$ cat src/rtl/dbr_pkg.sv
package dbr_pkg;

  localparam int unsigned DATA_W  = 32;
  localparam int unsigned HALF_W  = 16;
  localparam int unsigned LANES   = DATA_W / 8;
  localparam int unsigned BANKS   = DATA_W / HALF_W;

  typedef enum logic [1:0] {
    SZ_BYTE = 2'b00,
    SZ_HALF = 2'b01,
    SZ_WORD = 2'b10,
    SZ_RSVD = 2'b11
  } xfer_size_e;

  // Lane i of the mask covers data bits 8i+7:8i; byte offset 0 is lane 3.
  function automatic logic [LANES-1:0] lane_mask(input logic [1:0] sz,
                                                 input logic [1:0] off);
    logic [LANES-1:0] m;
    m = '0;
    unique case (sz)
      SZ_BYTE: m[3 - off] = 1'b1;
      SZ_HALF: m = off[1] ? 4'b0011 : 4'b1100;
      SZ_WORD: m = 4'b1111;
      default: m = '0;
    endcase
    return m;
  endfunction

  function automatic logic is_misaligned(input logic [1:0] sz,
                                         input logic [1:0] off);
    logic bad;
    unique case (sz)
      SZ_BYTE: bad = 1'b0;
      SZ_HALF: bad = off[0];
      SZ_WORD: bad = (off != 2'b00);
      default: bad = 1'b1;
    endcase
    return bad;
  endfunction

endpackage

$ cat src/rtl/dbr_decode.sv
module dbr_decode
  import dbr_pkg::*;
(
  input  logic             clk,
  input  logic             rst,
  input  logic             req_valid,
  input  logic             cfg_enable,
  input  logic             req_burst,
  input  logic [1:0]       req_size,
  input  logic [1:0]       addr_off,
  output logic             viol,
  output logic [LANES-1:0] lanes
);

  logic off_bad;

  always_comb begin
    off_bad = is_misaligned(req_size, addr_off);
    viol    = ~cfg_enable | req_burst | off_bad;
    lanes   = viol ? '0 : lane_mask(req_size, addr_off);
  end

  // burst never passes the policy check
  assert_burst_rejected_R9: assert property (@(posedge clk) disable iff (rst)
    (req_valid && req_burst) |-> viol);

  // lane count follows the size code
  assert_lane_count_R3: assert property (@(posedge clk) disable iff (rst)
    (req_valid && !viol) |->
      ($countones(lanes) == ((req_size == SZ_BYTE) ? 1 :
                             (req_size == SZ_HALF) ? 2 : 4)));

  // reserved size never yields lanes
  assert_rsvd_no_lanes_R10: assert property (@(posedge clk) disable iff (rst)
    (req_valid && req_size == SZ_RSVD) |-> (lanes == '0));

endmodule

$ cat src/rtl/dbr_bank.sv
module dbr_bank #(
  parameter int unsigned IDX_W = 6,
  localparam int unsigned WORDS = 1 << IDX_W,
  localparam int unsigned BYTES = 2
) (
  input  logic             clk,
  input  logic [BYTES-1:0] wr_be,
  input  logic [IDX_W-1:0] wr_idx,
  input  logic [15:0]      wr_data,
  input  logic             rd_en,
  input  logic [IDX_W-1:0] rd_idx,
  output logic [15:0]      rd_data
);

  logic [15:0] mem [WORDS];

  for (genvar b = 0; b < BYTES; b++) begin : g_byte
    always_ff @(posedge clk) begin
      if (wr_be[b]) mem[wr_idx][8*b +: 8] <= wr_data[8*b +: 8];
    end
  end

  always_ff @(posedge clk) begin
    if (rd_en) rd_data <= mem[rd_idx];
  end

endmodule

$ cat src/rtl/dbr_seq.sv
module dbr_seq (
  input  logic clk,
  input  logic rst,
  input  logic req_valid,
  input  logic req_write,
  input  logic acc_ld,
  input  logic acc_st,
  input  logic acc_bad,
  output logic ready,
  output logic ld_busy,
  output logic ld_ack,
  output logic st_ack,
  output logic err
);

  logic st_defer;

  assign ready = ~st_defer & ~(ld_busy & ~req_write);

  always_ff @(posedge clk) begin
    if (rst) begin
      ld_busy  <= 1'b0;
      ld_ack   <= 1'b0;
      st_ack   <= 1'b0;
      st_defer <= 1'b0;
      err      <= 1'b0;
    end else begin
      ld_busy  <= acc_ld;
      ld_ack   <= ld_busy;
      st_ack   <= (acc_st & ~ld_busy) | st_defer;
      st_defer <= acc_st & ld_busy;
      err      <= acc_bad;
    end
  end

  // never two acknowledges together
  assert_single_ack_R12: assert property (@(posedge clk) disable iff (rst)
    $onehot0({ld_ack, st_ack}));

  // a load is acknowledged two cycles after acceptance
  assert_load_latency_R5: assert property (@(posedge clk) disable iff (rst)
    acc_ld |=> ##1 ld_ack);

  // a deferred store waits while the load acknowledge is out, then follows
  assert_defer_order_R7: assert property (@(posedge clk) disable iff (rst)
    st_defer |-> (ld_ack && !st_ack));
  assert_defer_follow_R7: assert property (@(posedge clk) disable iff (rst)
    st_defer |=> st_ack);

  // no load accepted while one is in flight
  assert_load_stall_R8: assert property (@(posedge clk) disable iff (rst)
    (ld_busy && req_valid && !req_write) |-> !ready);

endmodule

$ cat src/rtl/dbr_ram_slave.sv
module dbr_ram_slave
  import dbr_pkg::*;
#(
  parameter int unsigned ADDR_W = 8,
  localparam int unsigned IDX_W = ADDR_W - 2
) (
  input  logic              clk,
  input  logic              rst,
  input  logic              cfg_enable,
  input  logic              req_valid,
  output logic              req_ready,
  input  logic              req_write,
  input  logic              req_burst,
  input  logic [1:0]        req_size,
  input  logic [ADDR_W-1:0] req_addr,
  input  logic [31:0]       req_wdata,
  output logic              rsp_ack,
  output logic              rsp_err,
  output logic [31:0]       rsp_rdata
);

  logic             viol;
  logic [LANES-1:0] lanes;
  logic             acc, good_ld, good_st, bad;
  logic [LANES-1:0] wr_lanes;
  logic             ld_busy, ld_ack, st_ack;
  logic [IDX_W-1:0] ld_idx_q;
  logic [IDX_W-1:0] req_idx;

  assign req_idx = req_addr[ADDR_W-1:2];

  dbr_decode u_dec (
    .clk        (clk),
    .rst        (rst),
    .req_valid  (req_valid),
    .cfg_enable (cfg_enable),
    .req_burst  (req_burst),
    .req_size   (req_size),
    .addr_off   (req_addr[1:0]),
    .viol       (viol),
    .lanes      (lanes)
  );

  assign acc      = req_valid & req_ready;
  assign good_ld  = acc & ~viol & ~req_write;
  assign good_st  = acc & ~viol & req_write;
  assign bad      = acc & viol;
  assign wr_lanes = good_st ? lanes : '0;

  dbr_seq u_seq (
    .clk       (clk),
    .rst       (rst),
    .req_valid (req_valid),
    .req_write (req_write),
    .acc_ld    (good_ld),
    .acc_st    (good_st),
    .acc_bad   (bad),
    .ready     (req_ready),
    .ld_busy   (ld_busy),
    .ld_ack    (ld_ack),
    .st_ack    (st_ack),
    .err       (rsp_err)
  );

  always_ff @(posedge clk) begin
    if (good_ld) ld_idx_q <= req_idx;
  end

  for (genvar k = 0; k < BANKS; k++) begin : g_bank
    dbr_bank #(.IDX_W(IDX_W)) u_bank (
      .clk     (clk),
      .wr_be   (wr_lanes[2*k +: 2]),
      .wr_idx  (req_idx),
      .wr_data (req_wdata[HALF_W*k +: HALF_W]),
      .rd_en   (ld_busy),
      .rd_idx  (ld_idx_q),
      .rd_data (rsp_rdata[HALF_W*k +: HALF_W])
    );
  end

  assign rsp_ack = ld_ack | st_ack;

  // disabled access writes nothing and errors next cycle
  assert_disabled_no_write_R1: assert property (@(posedge clk) disable iff (rst)
    !cfg_enable |-> (wr_lanes == '0));
  assert_disabled_err_R1: assert property (@(posedge clk) disable iff (rst)
    (acc && !cfg_enable) |=> rsp_err);

  // burst error pulse follows the request
  assert_burst_err_R9: assert property (@(posedge clk) disable iff (rst)
    (acc && req_burst) |=> (rsp_err && !st_ack));

  // standalone store is acknowledged next cycle
  assert_store_ack_R6: assert property (@(posedge clk) disable iff (rst)
    (good_st && !ld_busy) |=> st_ack);

  // nothing pending right after reset
  assert_reset_clear_R11: assert property (@(posedge clk)
    $past(rst) |-> (!rsp_ack && !rsp_err));

endmodule

$ cat config.mk
export PLATFORM = sky130hd
export DESIGN_NAME = dbr_ram_slave
export DESIGN_NICKNAME = d
export VERILOG_FILES = /design/src/rtl/dbr_pkg.sv /design/src/rtl/dbr_decode.sv /design/src/rtl/dbr_bank.sv /design/src/rtl/dbr_seq.sv /design/src/rtl/dbr_ram_slave.sv
export SDC_FILE = /design/constraint.sdc
export NUM_CORES = 2
export LEC_CHECK = 0
export BUFFER_PORTS_ARGS = -buffer_cell sky130_fd_sc_hd__buf_2
export CORE_MARGIN = 1.5
export CORE_UTILIZATION = 65
export CTS_BUF_LIST = sky130_fd_sc_hd__clkbuf_2
export DETAILED_ROUTE_END_ITERATION = 12
export GPL_TIMING_DRIVEN = 0
export PLACE_DENSITY = 0.79
export SLEW_MARGIN = 10
export SYNTH_ARGS = -nofsm -noshare
export SYNTH_HDL_FRONTEND = slang
export SYNTH_SLANG_ARGS = --single-unit
$ cat constraint.sdc
create_clock -name clk -period 6.1 [get_ports clk]
set_clock_uncertainty 0.05 [all_clocks]
set_input_delay 0.915 -clock clk [delete_from_list [all_inputs] [get_ports clk]]
set_output_delay 0.915 -clock clk [all_outputs]
set_load 0.05 [all_outputs]
==> impl_summary.log <==
[metrics] CP required: 7.60 ns
[metrics] peak supply drop: ~0.28 mV
[metrics] post-route setup TNS: 0 ns
[metrics] residual DRC count: 0
[metrics] share of the synthesized netlist area taken by xor and xnor gates: 0%
[metrics] Mapped Nets: 3919
[metrics] Worst Setup EP: g_bank[0].u_bank.rd_data[0]
[metrics] number of iterations in the first detailed-routing pass: 10
[metrics] Overflow after GRT: 0
[metrics] Die Footprint: 126700 um^2
[metrics] Critical Path Start: ld_idx_q[1]
[metrics] internal power contribution: 19280 uW
[metrics] gr usage total: 40.84%
[metrics] worst skew pair latency: 2.01 ns
[metrics] most frequent standard cell in the layout excluding fill and tap cells: edfxtp_1
[metrics] total count of max-transition violations in the final report: 11
[metrics] type of the setup path with the least slack: flop to flop
[metrics] path class of the lowest-slack min-delay path: primary input to flop
[metrics] grt met1 use: 52.37%
[metrics] total number of H-tree levels: 5
[metrics] synthesized area: 80960 um^2
[metrics] Post-CTS Hold Buffers: 65
[metrics] Vias: 47.14k
[metrics] layout filler cell count: 7419
[metrics] synth top area cells: edfxtp_1 77%, mux4_2 12%, mux2i_1 2.8%
[metrics] number of antenna violations at the first check in global routing: 9
[metrics] tightest slew margin relative to the limit: -1.109%
[metrics] Cells after Synth: 3871
[metrics] proportion of power drawn by flip-flops and latches: 62.4%
[metrics] number of port buffers: 81
[metrics] most used routing layer in global routing: met2
[metrics] Hold Fails Final Rpt: 0
[metrics] violation count after the first detailed-route iteration: 9686
[metrics] number of cells on the worst reg-to-reg path: 8
[metrics] remaining antenna violation count after routing: 0
[metrics] cells traversed along the worst timing path: buf_2 -> buf_4 -> buf_4 -> clkbuf_1 -> mux4_2 -> o21ai_0 -> nand4_1 -> o22a_1
[metrics] sequential area share after synthesis: 77.50%
[metrics] final cycle utilization of the critical path: between 80% and 90%
[metrics] count of final setup violators: 0
[metrics] switching fraction of total power: a little under a quarter
[metrics] post-synth cell types: 52
[metrics] combinational share of power: 2.5%
[metrics] synthesized-area fraction occupied by adder cells: 0%
[metrics] R2R Setup Slk: 1.07 ns
[metrics] via count of the first global-routing pass: 45.89k
[metrics] clock-pin slew reported for the worst setup and hold paths after clock tree synthesis: between 0.1 and 0.15 ns
[metrics] PnR worst setup slack: 1.069 ns
[metrics] total of warnings raised by yosys: 0
[metrics] fraction of power consumed by the clock network: 35.1%
[metrics] CTS sink count: between 2k and 2.5k
[metrics] Core Region: ~120000 um^2
[metrics] top library cells by usage in the layout, fill and taps aside: 2086 x edfxtp_1, 694 x clkbuf_2, 445 x mux4_2
[metrics] failing checks: max-capacitance violations, max-slew violations
[metrics] register bit count reported by yosys: between 2k and 2.5k
[metrics] Clock Tree Root: clkbuf_2
[metrics] effective utilization at floorplan: between 60% and 70%
[metrics] routed length per instance: 39.30 um
[metrics] Leak: 0.02881 uW
[metrics] fraction of layout cells with a size suffix above 1: between 20% and 30%
[metrics] number of maximum-capacitance constraint violations: 1
[metrics] area fraction in compound gates after synthesis: 2.644%
[metrics] global-route met2 utilization: roughly 57%
[metrics] maximum frequency from static timing analysis: 198.8 MHz
[metrics] run status: complete, but fails checks
[metrics] largest net degree at the start of global routing: 65
[metrics] TritonCTS clock tree: done
[metrics] Slowest cell on crit path: clkbuf_1
[metrics] Setup Buffers After CTS: 0
[metrics] worst reg2reg path startpoint: ld_idx_q[1]
[metrics] Psw: 6031 uW
[metrics] Tmin final: approximately 5 ns
[metrics] sort of element at the start of the critical path: flop
[metrics] CP most frequent cell: buf_4
[metrics] floorplan row count: ~130
[metrics] top-area cell type share of the netlist area: slightly below 80%
[metrics] multiplexer share of the synthesized area: 15.37%
[metrics] Die Ht: 355.9 um
[metrics] worst stage delay on the critical path: 0.90 ns
[metrics] syn_area_per_cell: 20.91 um^2
[metrics] met3 capacity usage during global routing: 18.93%
[metrics] half-perimeter wire length of the detailed placement result: 165.6 mm
[metrics] maximum clock insertion buffer count: 4
[metrics] data arrival time of the critical path: about 6.5 ns
[metrics] final net count: 4568
[metrics] utilization of the core after routing: 71.70%
[metrics] Critical Path Sink Type: flop
[metrics] wire length of the first global-routing pass: approximately 340 mm
[metrics] transition time of the tightest slew-check pin: roughly 1.5 ns
[metrics] post-synthesis cell type with the largest combined area: edfxtp_1
[metrics] number of ports placed on the die boundary: 83
[metrics] growth of design area from synthesis to finish: 9.499%
[metrics] CTS Buf Count: 488
[metrics] pre-CTS setup slack: 1.300 ns
[metrics] Via density: 7.234
[metrics] Crit Path Max Fanout: 10
[metrics] capture point of the worst reg-to-reg path: g_bank[0].u_bank.rd_data[0]
[metrics] fraction of the mapped netlist area in simple logic gates: 2.923%
[metrics] largest family of logic cells by synthesized area: multiplexers
[metrics] power density of the placed cells: 285.5 nW/um^2
[metrics] sum of routed wire length over all layers: 256.1 mm
[metrics] # resized after CTS: 0
[metrics] setup repair after global routing missed its margin: no
[metrics] x dimension of the die: 355.9 um
[metrics] last weighted congestion value of the routability-driven placer: 1.042
## worst min path at each step
stage | start | endpoint | slack [ns] | cells after the start
after floorplan | u_seq.st_defer | u_seq.st_ack | 0.40 | 2
after global placement | u_seq.st_defer | u_seq.st_ack | 0.44 | 2
after detailed placement | u_seq.st_defer | u_seq.st_ack | 0.43 | 2
after CTS | req_wdata[16] | g_bank[1].u_bank.mem[38][0] | 0.11 | 2
after global routing | req_wdata[6] | g_bank[0].u_bank.mem[52][6] | 0.02 | 2
final | req_wdata[6] | g_bank[0].u_bank.mem[52][6] | 0.06 | 2
## power by group through the flow
stage | Sequential, uW | Combinational, uW | Clock [uW]
2_1_floorplan | 16100 | 179 | 0
3_3_place_gp | 16100 | 532 | 0
3_5_place_dp | 16100 | 557 | 0
4_1_cts | 15800 | 588 | 8750
5_1_grt | 15800 | 636 | 9480
6_report | 15800 | 637 | 8880
## kinds of logic (layout without fill, tap and decap cells)
| group | count (synthesis) | in the layout |
|---|---|---|
| other cells | 0 | 11 |
| buf+inv | 236 | 1234 |
| mux | 685 | 685 |
| simple gates | 556 | 556 |
| flops | 2091 | 2091 |
| compound gates | 303 | 303 |
## registers in the layout, summed over array words and instances (netlist names)
| signal | count |
|---|---|
| g_bank.u_bank.mem | 2048 |
| g_bank.u_bank.rd_data | 32 |
| ld_idx_q | 6 |
| u_seq.err | 1 |
| u_seq.ld_ack | 1 |
| u_seq.ld_busy | 1 |
| u_seq.st_ack | 1 |
| u_seq.st_defer | 1 |
## worst max-delay path, delay by kind of cell, from the launching register on
kind | cells | cell delay (ns)
AND/OR/NAND/NOR | 1 | 0.73
multiplexers | 1 | 0.41
flip-flops | 1 | 0.33
buffers and inverters | 4 | 1.95
AO/OA/AOI/OAI | 2 | 1.13
## synth_stat cells (all sizes together)
| cell type | number |
|---|---|
| nor3 | 27 |
| or3b | 1 |
| buf | 125 |
| nor4 | 2 |
| nand2 | 136 |
| o211ai | 2 |
| a211o | 2 |
| a211oi | 3 |
| or2 | 1 |
| mux2 | 12 |
| edfxtp | 2086 |
| nor2 | 281 |
| a32oi | 2 |
| o22a | 10 |
| a22o | 8 |
| o31ai | 4 |
| o221ai | 2 |
| o21ai | 34 |
| o22ai | 35 |
| a21boi | 11 |
| nor3b | 8 |
| a32o | 2 |
| mux4 | 445 |
| a2111oi | 15 |
| a41oi | 1 |
| a22oi | 113 |
| a31oi | 2 |
| dfxtp | 5 |
| nand3b | 1 |
| nand3 | 52 |
| nor2b | 11 |
| a221oi | 21 |
| a21oi | 35 |
| inv | 6 |
| clkbuf | 105 |
| nand2b | 3 |
| o32ai | 1 |
| and3 | 13 |
| nand4 | 10 |
| nor4b | 1 |
| mux2i | 228 |
| and2 | 7 |
| and3b | 2 |
## per-layer routing
metal / wire length [um] / vias to the layer above
met5: 73 / -
met4: 18680 / 10
met3: 45870 / 955
met2: 110400 / 5055
met1: 81040 / 23450
li1: - / 17680
## cell type report
class                           instances  area, um^2  share of cell area, %
Antenna cell                           11       27.53                0.03105
Buffer                                230        1269                  1.431
Clock buffer                          682        3413                  3.850
Clock inverter                        157       834.6                 0.9414
Inverter                                6       22.52                0.02541
Multi-Input combinational cell       1544       17000                  19.17
Sequential cell                      2091       62740                  70.78
Tap cell                             1637        2048                  2.311
Timing Repair Buffer                  159        1294                  1.459
## stage by stage
stage	cell area, um^2	hold slack (ns)	std cells	total power, uW
after global placement	83410	0.4360	5589	16650
after CTS	88480	0.1099	6498	25130
after floorplan	80960	0.4005	3871	16300
final	88650	0.06324	6517	25310
after detailed placement	83580	0.4304	5594	16680
after global routing	88630	0.02249	6510	25910
Note: power is estimated with default switching activity, not from simulation.
